<file path="src/rtl/rot_disp_pkg.sv">
package rot_disp_pkg;
    localparam int CODE_W      = 2;
    localparam int NUM_LETTERS = 3;
    localparam int SEG_N       = 7;

    typedef logic [CODE_W-1:0] char_code_t;

    localparam char_code_t CODE_D     = 2'b00;
    localparam char_code_t CODE_E     = 2'b01;
    localparam char_code_t CODE_ONE   = 2'b10;
    localparam char_code_t CODE_BLANK = 2'b11;
endpackage

</file>
<file path="src/rtl/rot_mux2.sv">
module rot_mux2
    import rot_disp_pkg::*;
(
    input  logic       pick_i,
    input  char_code_t a_i,
    input  char_code_t b_i,
    output char_code_t y_o
);
    always_comb begin
        for (int b = 0; b < CODE_W; b++) begin
            y_o[b] = (~pick_i & a_i[b]) | (pick_i & b_i[b]);
        end
    end
endmodule

</file>
<file path="src/rtl/rot_mux3.sv">
module rot_mux3
    import rot_disp_pkg::*;
(
    input  logic [1:0] sel_i,
    input  char_code_t u_i,
    input  char_code_t v_i,
    input  char_code_t w_i,
    output char_code_t y_o
);
    char_code_t first_q;

    rot_mux2 u_lo (.pick_i(sel_i[0]), .a_i(u_i), .b_i(v_i), .y_o(first_q));
    rot_mux2 u_hi (.pick_i(sel_i[1]), .a_i(first_q), .b_i(w_i), .y_o(y_o));

    always_comb begin
        if (sel_i == 2'b11) begin
            assert_sel3_matches_sel2_R5 : assert (y_o == w_i)
                else $error("select 11 did not pick the third input");
        end
    end
endmodule

</file>
<file path="src/rtl/rot_mux6.sv">
module rot_mux6
    import rot_disp_pkg::*;
(
    input  logic [2:0]             sel_i,
    input  logic [5:0][CODE_W-1:0] in_i,
    output char_code_t             y_o
);
    always_comb begin
        if (sel_i < 3'd6) begin
            y_o = in_i[sel_i];
        end else begin
            y_o = CODE_BLANK;
        end
    end
endmodule

</file>
<file path="src/rtl/rot_char_decoder.sv">
module rot_char_decoder
    import rot_disp_pkg::*;
(
    input  char_code_t       code_i,
    output logic [0:SEG_N-1] seg_no
);
    logic c1, c0;
    assign c1 = code_i[1];
    assign c0 = code_i[0];

    assign seg_no[0] = c1 | ~c0;
    assign seg_no[1] = c0;
    assign seg_no[2] = c0;
    assign seg_no[3] = c1;
    assign seg_no[4] = c1;
    assign seg_no[5] = c1 | ~c0;
    assign seg_no[6] = c1;

    always_comb begin
        if (code_i == CODE_BLANK) begin
            assert_blank_dark_R2 : assert (seg_no == 7'b1111111)
                else $error("blank code lit a segment");
        end else begin
            assert_letter_lit_R1 : assert ($countones(~seg_no) >= 2)
                else $error("letter code lit fewer than two segments");
        end
    end
endmodule

</file>
<file path="src/rtl/rot_word_display.sv">
module rot_word_display
    import rot_disp_pkg::*;
#(
    parameter  int NUM_DIGITS = 6,
    localparam int SEL_W      = (NUM_DIGITS == 6) ? 3 : 2
) (
    input  logic [NUM_LETTERS*CODE_W-1:0]  code_i,
    input  logic [SEL_W-1:0]               sel_i,
    output logic [NUM_DIGITS-1:0][0:SEG_N-1] seg_no
);
    logic [NUM_LETTERS-1:0][CODE_W-1:0] letter_d;
    logic [NUM_DIGITS-1:0][CODE_W-1:0]  digit_code_d;

    for (genvar j = 0; j < NUM_LETTERS; j++) begin : g_letter
        assign letter_d[j] = code_i[(NUM_LETTERS-1-j)*CODE_W +: CODE_W];
    end

    if (NUM_DIGITS == 6) begin : g_six
        logic [NUM_DIGITS-1:0][5:0][CODE_W-1:0] mux_in_d;
        for (genvar k = 0; k < NUM_DIGITS; k++) begin : g_digit
            for (genvar s = 0; s < 6; s++) begin : g_slot
                localparam int J = (2 + s - k + 6) % 6;
                if (J < NUM_LETTERS) begin : g_ltr
                    assign mux_in_d[k][s] = letter_d[J];
                end else begin : g_pad
                    assign mux_in_d[k][s] = CODE_BLANK;
                end
            end
            rot_mux6 u_mux (
                .sel_i(sel_i),
                .in_i (mux_in_d[k]),
                .y_o  (digit_code_d[k])
            );
        end

        always_comb begin
            if (sel_i >= 3'd6) begin
                assert_wide_sel_blank_R8 : assert (digit_code_d == {NUM_DIGITS{CODE_BLANK}})
                    else $error("unused select showed a letter");
            end
            if (sel_i == 3'd0) begin
                assert_home_left_blank_R6 : assert (digit_code_d[5] == CODE_BLANK)
                    else $error("home position lit the leftmost digit");
            end
        end
    end else begin : g_three
        for (genvar k = 0; k < NUM_DIGITS; k++) begin : g_digit
            localparam int JU = (2 - k + 3) % 3;
            localparam int JV = (3 - k + 3) % 3;
            localparam int JW = (4 - k + 3) % 3;
            rot_mux3 u_mux (
                .sel_i(sel_i),
                .u_i  (letter_d[JU]),
                .v_i  (letter_d[JV]),
                .w_i  (letter_d[JW]),
                .y_o  (digit_code_d[k])
            );
        end

        always_comb begin
            if (sel_i == 2'b00) begin
                assert_home_order_R3 : assert (digit_code_d[0] == code_i[1:0])
                    else $error("home position misplaced the third letter");
            end
        end
    end

    for (genvar k = 0; k < NUM_DIGITS; k++) begin : g_dec
        rot_char_decoder u_dec (
            .code_i(digit_code_d[k]),
            .seg_no(seg_no[k])
        );
    end
endmodule

</file>
<file path="config.mk">
export PLATFORM = sky130hd
export DESIGN_NAME = rot_word_display
export DESIGN_NICKNAME = d
export VERILOG_FILES = /design/src/rtl/rot_disp_pkg.sv /design/src/rtl/rot_mux2.sv /design/src/rtl/rot_mux3.sv /design/src/rtl/rot_mux6.sv /design/src/rtl/rot_char_decoder.sv /design/src/rtl/rot_word_display.sv
export SDC_FILE = /design/constraint.sdc
export NUM_CORES = 1
export LEC_CHECK = 0
export BUFFER_PORTS_ARGS = -buffer_cell sky130_fd_sc_hd__buf_2
export CORE_UTILIZATION = 51
export DETAILED_ROUTE_END_ITERATION = 6
export PLACE_DENSITY = 0.95
export REMOVE_ABC_BUFFERS = 1
export SYNTH_ARGS = -nofsm -noshare
export SYNTH_HDL_FRONTEND = slang
export SYNTH_HIERARCHICAL = 1
export SYNTH_SLANG_ARGS = --single-unit
export TNS_END_PERCENT = 10
</file>
<file path="constraint.sdc">
create_clock -name vclk -period 2.6
set_input_delay 0.26 -clock vclk [all_inputs]
set_output_delay 0.26 -clock vclk [all_outputs]
set_load 0.005 [all_outputs]
</file>
==> results of run 1 <==
kinds of logic after synthesis:
| family | count (synthesis) | synth area share (%) |
|---|---|---|
| AO/OA/AOI/OAI | 12 | 6.75 |
| buffers and inverters | 36 | 30.4 |
| multiplexers | 24 | 48.9 |
| other | 1 | 0.422 |
| AND/OR/NAND/NOR | 24 | 13.5 |
final cells by class:
class	count	share of cell area, %
tap	16	1.94
multi-input combinational	96	72.6
timing repair buffer	52	25.4
routing by layer:
metal	GRT usage [%]	up-vias	share of wire, %
met5	0	-	0
met4	0	0	0
met3	0	0	9.1
met2	37.9	49	49
met1	22.3	368	42
li1	-	394	-
worst min-delay path, delay by kind of cell:
family / cells / cell delay (ns)
compound gates: 1 / 0.10
buf+inv: 2 / 0.25
mux: 1 / 0.12
through the flow:
stage	utilization, %	std cells	hold slack (ns)
2_1_floorplan	-	96	0.674
3_3_place_gp	66.3	164	0.994
3_5_place_dp	66.3	164	1.00
4_1_cts	66.3	164	1.00
5_1_grt	66.3	164	1.05
6_report	66.3	164	0.996
path summary, 6_finish.rpt:
kind,start,endpoint,slack (ns),cells past startpoint
max,sel_i[0],seg_no[29],0.56,6
min,code_i[2],seg_no[39],1.0,4
cells in the mapped netlist, drive strengths merged:
cell    instances  area share, %
mux2i          12             14
buf            36             30
nor2b           6            4.2
mux4           12             35
a21oi          12            6.8
nor2           12            5.1
nand2b          6            4.2
conb            1           0.42
power by group through the flow:
stage               sequential (mW)  combinational [mW]  clock, mW
floorplan                         0              0.0952          0
global placement                  0               0.184          0
detailed placement                0               0.188          0
CTS                               0               0.189          0
global route                      0               0.210          0
finish                            0               0.190          0
==> results_dict.tcl, run 1 <==
set metrics [dict create \
    final_cell_area_um2 1030 \
    max_stage_delay_ns 0.64 \
    routabilityCongestion 0.797 \
    cts.repair.resized 0 \
    drt_iter0_markers 21 \
    slowest_stage "mux4_1" \
    pwr-share-comb_pct 100.0 \
    clockPowerShare_pct 0 \
    finalCriticalPeriod_ns 2.04 \
    final_nets 159 \
    ir_worst_vdd_mv 0.0941 \
    cp-end-kind "output pin" \
    dr.pass1.iters 5 \
    antenna_found_initial 0 \
    hold_viol 0 \
    critical-path-top-delay-family "multiplexers" \
    pwr-share-seq_pct 0 \
    post_cts_buffers 0 \
    grt_pass1_wl_um 2770 \
    p_leak_nw 0.557 \
    ys_seq_area_share_pct 0 \
    maxCapViolCount 0 \
    hold_class "in2out" \
    switching_share_pct 48.5 \
    worstSetupPathType "in2out" \
    core-area_um2 1560 \
    ant_nets 0 \
    cp_cell_sequence "buf_2, mux4_1, nor2_1, a21oi_1, nand2b_1, buf_2" \
    cp.buffers_inverters 2 \
    wl_per_cell_um 10.3 \
    grt_use_total_pct 18.4 \
    cp.required_ns 2.34 \
    synth_cells 97 \
    routed_wl_um 1700 \
    cp_max_fo 19 \
    final.setup.worst_slack_ns 0.558 \
    num_antenna_cells 0 \
    ys_types 8 \
    drc 6 \
    setup_tns_ns 0 \
    fin_crit_sh_pct 78.5 \
    synth-warning-count 6 \
    clockBufferCount 0 \
    dieArea_um2 1920 \
    failed_checks "DRC" \
    dpl_worst_slack_ns 0.575 \
    syn_area_um2 890 \
    cp-start-kind "input pin" \
    area_growth_pct 16.2 \
    powerDensity_nw_per_um2 183 \
    power_switching_uw 91.9 \
    fmax_ghz 0.490 \
    start_util_pct 57.1 \
    port_buffers 51 \
    avgSynthCellArea_um2 9.17 \
    grt_max_degree 20 \
    numSequentialCells 0 \
    p_int_uw 97.6 \
    vias 811 \
    io_pins 51 \
    grt_overflow_total 0 \
    critPathMostFrequentCell "buf_2" \
    avgViaCountPerCell 4.95 \
    setup_violations 0 \
    rows 14 \
    final_cell_mix "buf_2 (51), conb_1 (36)" \
    fp.dieW_um 43.8 \
    fill_cells 134 \
    multi_input_area_um2 751 \
    grt_pass1_vias 663 \
    dpl-instance-area_um2 1030 \
    final_common_cell "buf_2" \
    seqCellArea_um2 0 \
    p_total_uw 190 \
    drive_gt1_share_pct 35.1 \
    die_y_um 43.8 \
    outcome "complete, but fails checks" \
    cts_hold_buffers 0 \
    worstPathArrival_ns 1.78 \
    rsz0062_at_grt "false" \
    drv_slew 0 \
]
Note: power is estimated with default switching activity, not from simulation.
==> run 2: changes to the inputs <==
--- a/config.mk
+++ b/config.mk
@@ -6,9 +6,9 @@
 export NUM_CORES = 1
 export LEC_CHECK = 0
 export BUFFER_PORTS_ARGS = -buffer_cell sky130_fd_sc_hd__buf_2
-export CORE_UTILIZATION = 51
+export CORE_UTILIZATION = 47
 export DETAILED_ROUTE_END_ITERATION = 6
-export PLACE_DENSITY = 0.95
+export PLACE_DENSITY = 0.93
 export REMOVE_ABC_BUFFERS = 1
 export SYNTH_ARGS = -nofsm -noshare
 export SYNTH_HDL_FRONTEND = slang
==> constraint.sdc (replaced) <==
create_clock -name vclk -period 2.09
set_input_delay 0.209 -clock vclk [all_inputs]
set_output_delay 0.209 -clock vclk [all_outputs]
set_load 0.005 [all_outputs]
==> results_dict.tcl, run 2 (same netlist as run 1, synthesis figures left out) <==
set metrics [dict create \
    outcome "complete, no violations" \
    clockPowerShare_pct 0 \
    port_buffers 51 \
    fmax_ghz 0.519 \
    final_cells 173 \
    slowest_stage "mux4_1" \
    drc 0 \
    fp.dieW_um 45.5 \
    seqCellArea_um2 0 \
    core-area_um2 1750 \
    dp_hpwl_um 1540 \
    critical-path-top-delay-family "multiplexers" \
    powerDensity_nw_per_um2 228 \
    drive_gt1_share_pct 35.1 \
    rsz0062_at_grt "false" \
    final_cell_mix "buf_2 (51), conb_1 (36)" \
    die_y_um 45.5 \
    clockBufferCount 0 \
    cp_max_fo 18 \
    worstSetupPathType "in2out" \
    cp_cell_sequence "buf_2, mux4_1, nor2_1, a21oi_1, nand2b_1, buf_2" \
    grt_pass1_wl_um 2850 \
    pwr-share-seq_pct 0 \
    final.setup.worst_slack_ns 0.163 \
    rows 15 \
    ant_nets 0 \
    finalCriticalPeriod_ns 1.93 \
    dp_cells 173 \
    critPathMostFrequentCell "buf_2" \
    p_leak_nw 0.557 \
    power_switching_uw 116 \
    max_stage_delay_ns 0.63 \
    switching_share_pct 49.0 \
    p_int_uw 121 \
    cp.required_ns 1.88 \
    setup_violations 0 \
    cp-start-kind "input pin" \
    antenna_found_initial 0 \
    dpl_worst_slack_ns 0.162 \
    routabilityCongestion 0.727 \
    io_pins 51 \
    num_antenna_cells 0 \
    maxCapViolCount 0 \
    drt_iter0_markers 7 \
    grt_max_degree 19 \
    hold_class "in2out" \
    pwr-share-comb_pct 100.0 \
    final_cell_area_um2 1040 \
    grt_pass1_vias 719 \
    start_util_pct 51.0 \
    fin_crit_sh_pct 92.2 \
    grt_use_total_pct 18.4 \
    ir_worst_vdd_mv 0.107 \
    cp-end-kind "output pin" \
    post_cts_buffers 0 \
    hold_viol 0 \
    cts_hold_buffers 0 \
    dr.pass1.iters 4 \
    final_common_cell "buf_2" \
    dpl-instance-area_um2 1040 \
    cp.buffers_inverters 2 \
    drv_slew 0 \
    setup_tns_ns 0 \
    numSequentialCells 0 \
    worstPathArrival_ns 1.72 \
    dieArea_um2 2070 \
    p_total_uw 238 \
    avgViaCountPerCell 4.77 \
    area_growth_pct 17.4 \
    grt_overflow_total 0 \
    final_nets 159 \
    routed_wl_um 1860 \
    vias 826 \
    cts.repair.resized 0 \
    wl_per_cell_um 10.7 \
]
-- run 2: area by class of cell --
class	count	area (um2)
Fill cell	158	701
Timing Repair Buffer	52	263
Multi-Input combinational cell	96	751
Tap cell	25	31.3
-- run 2: path summary, 6_finish.rpt --
kind	from	cells past startpoint	to
worst min-delay path	code_i[2]	4	seg_no[39]
worst max-delay path	sel_i[0]	6	seg_no[34]
-- run 2: power by group through the flow --
stage | Clock (mW) | Combinational, mW | Sequential [mW]
global route | 0 | 0.265 | 0
CTS | 0 | 0.237 | 0
finish | 0 | 0.238 | 0
global placement | 0 | 0.230 | 0
floorplan | 0 | 0.118 | 0
detailed placement | 0 | 0.236 | 0
-- run 2: layer usage --
metal  up-vias  GRT usage, %  part of all wire [%]
li1        395             -                     -
met1       385          18.7                    42
met2        46          40.3                    52
met3         0             0                   6.8
met4         0          3.64                     0
met5         -             0                     0
-- run 2: tightest hold or removal path, stage by stage --
cell     delay (ns)
buf_2          0.13
mux2i_1        0.12
a21oi_1        0.11
buf_2          0.13
-- run 2: stage by stage --
stage / hold WS (ns) / util [%]
after floorplan: 0.572 / -
after global placement: 0.889 / 59.9
after detailed placement: 0.908 / 59.9
after CTS: 0.910 / 59.9
after global routing: 0.952 / 59.9
final: 0.905 / 59.9
==> run 3: changes to the inputs <==
--- a/config.mk
+++ b/config.mk
@@ -8,10 +8,10 @@
 export BUFFER_PORTS_ARGS = -buffer_cell sky130_fd_sc_hd__buf_2
 export CORE_UTILIZATION = 47
 export DETAILED_ROUTE_END_ITERATION = 6
-export PLACE_DENSITY = 0.93
+export PLACE_DENSITY = 0.84
 export REMOVE_ABC_BUFFERS = 1
 export SYNTH_ARGS = -nofsm -noshare
 export SYNTH_HDL_FRONTEND = slang
 export SYNTH_HIERARCHICAL = 1
 export SYNTH_SLANG_ARGS = --single-unit
-export TNS_END_PERCENT = 10
+export TNS_END_PERCENT = 30
==> results_dict.tcl, run 3 (same netlist as run 1, synthesis figures left out) <==
set metrics [dict create \
    powerDensity_nw_per_um2 225 \
    maxCapViolCount 0 \
    setup_tns_ns 0 \
    fin_crit_sh_pct 91.4 \
    worstHoldEndpoint "seg_no[40]" \
    drt_iter0_markers 2 \
    grt_overflow_total 0 \
    cp-start-kind "input pin" \
    io_pins 51 \
    seqCellArea_um2 0 \
    drv_slew 0 \
    cp.required_ns 1.88 \
    cp-end-kind "output pin" \
    routed_wl_um 1700 \
    hold_path_startpoint "code_i[2]" \
    final.setup.worst_slack_ns 0.180 \
    setup_violations 0 \
    dieArea_um2 2070 \
    critical-path-top-delay-family "multiplexers" \
    final_common_cell "buf_2" \
    critPathMostFrequentCell "buf_2" \
    die_y_um 45.5 \
    ant_nets 0 \
    core-area_um2 1750 \
    final_nets 159 \
    timing.critical_path.from "sel_i[0]" \
    dpl_worst_slack_ns 0.169 \
    dp_hpwl_um 1370 \
    fp.dieW_um 45.5 \
    clockBufferCount 0 \
    fill_cells 170 \
    slowest_stage "mux4_1" \
    worstHoldPathCells 4 \
    antenna_found_initial 0 \
    final_cells 173 \
    rows 15 \
    final_cell_mix "buf_2 (51), conb_1 (36)" \
    grt_pass1_vias 680 \
    area_growth_pct 17.4 \
    cts.repair.resized 0 \
    outcome "complete, no violations" \
    cts_hold_buffers 0 \
    hold_class "in2out" \
    max_stage_delay_ns 0.62 \
    cp_max_fo 19 \
    hold_viol 0 \
    vias 808 \
    avgViaCountPerCell 4.67 \
    routabilityCongestion 0.738 \
    finalCriticalPeriod_ns 1.91 \
    port_buffers 51 \
    worstSetupPathType "in2out" \
    worstPathArrival_ns 1.70 \
    grt_pass1_wl_um 2600 \
    drive_gt1_share_pct 35.1 \
    numSequentialCells 0 \
    grt_use_total_pct 16.1 \
    ir_worst_vdd_mv 0.111 \
    cp.buffers_inverters 2 \
    grt_max_degree 20 \
    dr.pass1.iters 3 \
    fmax_ghz 0.524 \
    rsz0062_at_grt "false" \
    wl_per_cell_um 9.82 \
    dp_cells 173 \
    num_antenna_cells 0 \
    cp_cell_sequence "buf_2, mux4_1, nor2_1, a21oi_1, nand2b_1, buf_2" \
    p_leak_nw 0.557 \
    post_cts_buffers 0 \
    drc 0 \
    start_util_pct 51.0 \
]
## run 3: cell counts in the layout (fill, tap and decap cells not counted)
No cell type changed its count.
## run 3: layout make-up
cell class / count / area (um2) / area share [%]
multi-input combinational: 96 / 751 / 71.9
timing repair buffer: 52 / 263 / 25.1
tap: 25 / 31.3 / 2.99
## run 3: power by group
| part | leakage [nW] | switching (mW) | internal, mW |
|---|---|---|---|
| sequential | 0 | 0 | 0 |
| combinational | 0.557 | 0.114 | 0.121 |
| clock | 0 | 0 | 0 |
| total | 0.557 | 0.114 | 0.121 |
## run 3: per-layer routing
| metal | part of all wire (%) | routed length (um) | global-route usage (%) |
|---|---|---|---|
| met5 | 0 | 0 | 0 |
| met4 | 0 | 0 | 0 |
| met3 | 8.1 | 138 | 0.397 |
| met2 | 50 | 844 | 35.1 |
| met1 | 42 | 716 | 17.3 |
## run 3: worst max path at each step
stage	to	depth (start not counted)
2_1_floorplan	seg_no[13]	4
3_3_place_gp	seg_no[36]	6
3_5_place_dp	seg_no[27]	6
4_1_cts	seg_no[20]	6
5_1_grt	seg_no[34]	6
6_report	seg_no[27]	6
## run 3: worst min-delay path, delay by kind of cell
kind            cells  cell delay (ns)
buf+inv             2             0.26
mux                 1             0.12
compound gates      1             0.10
## run 3: metrics by stage
step	cell area, um2	power (mW)	util, %	hold slack [ns]
after global placement	1040	0.230	59.9	0.891
final	1040	0.235	59.9	0.896
after detailed placement	1040	0.235	59.9	0.901
after global routing	1040	0.263	59.9	0.940
after floorplan	751	0.118	-	0.572
after CTS	1040	0.235	59.9	0.902
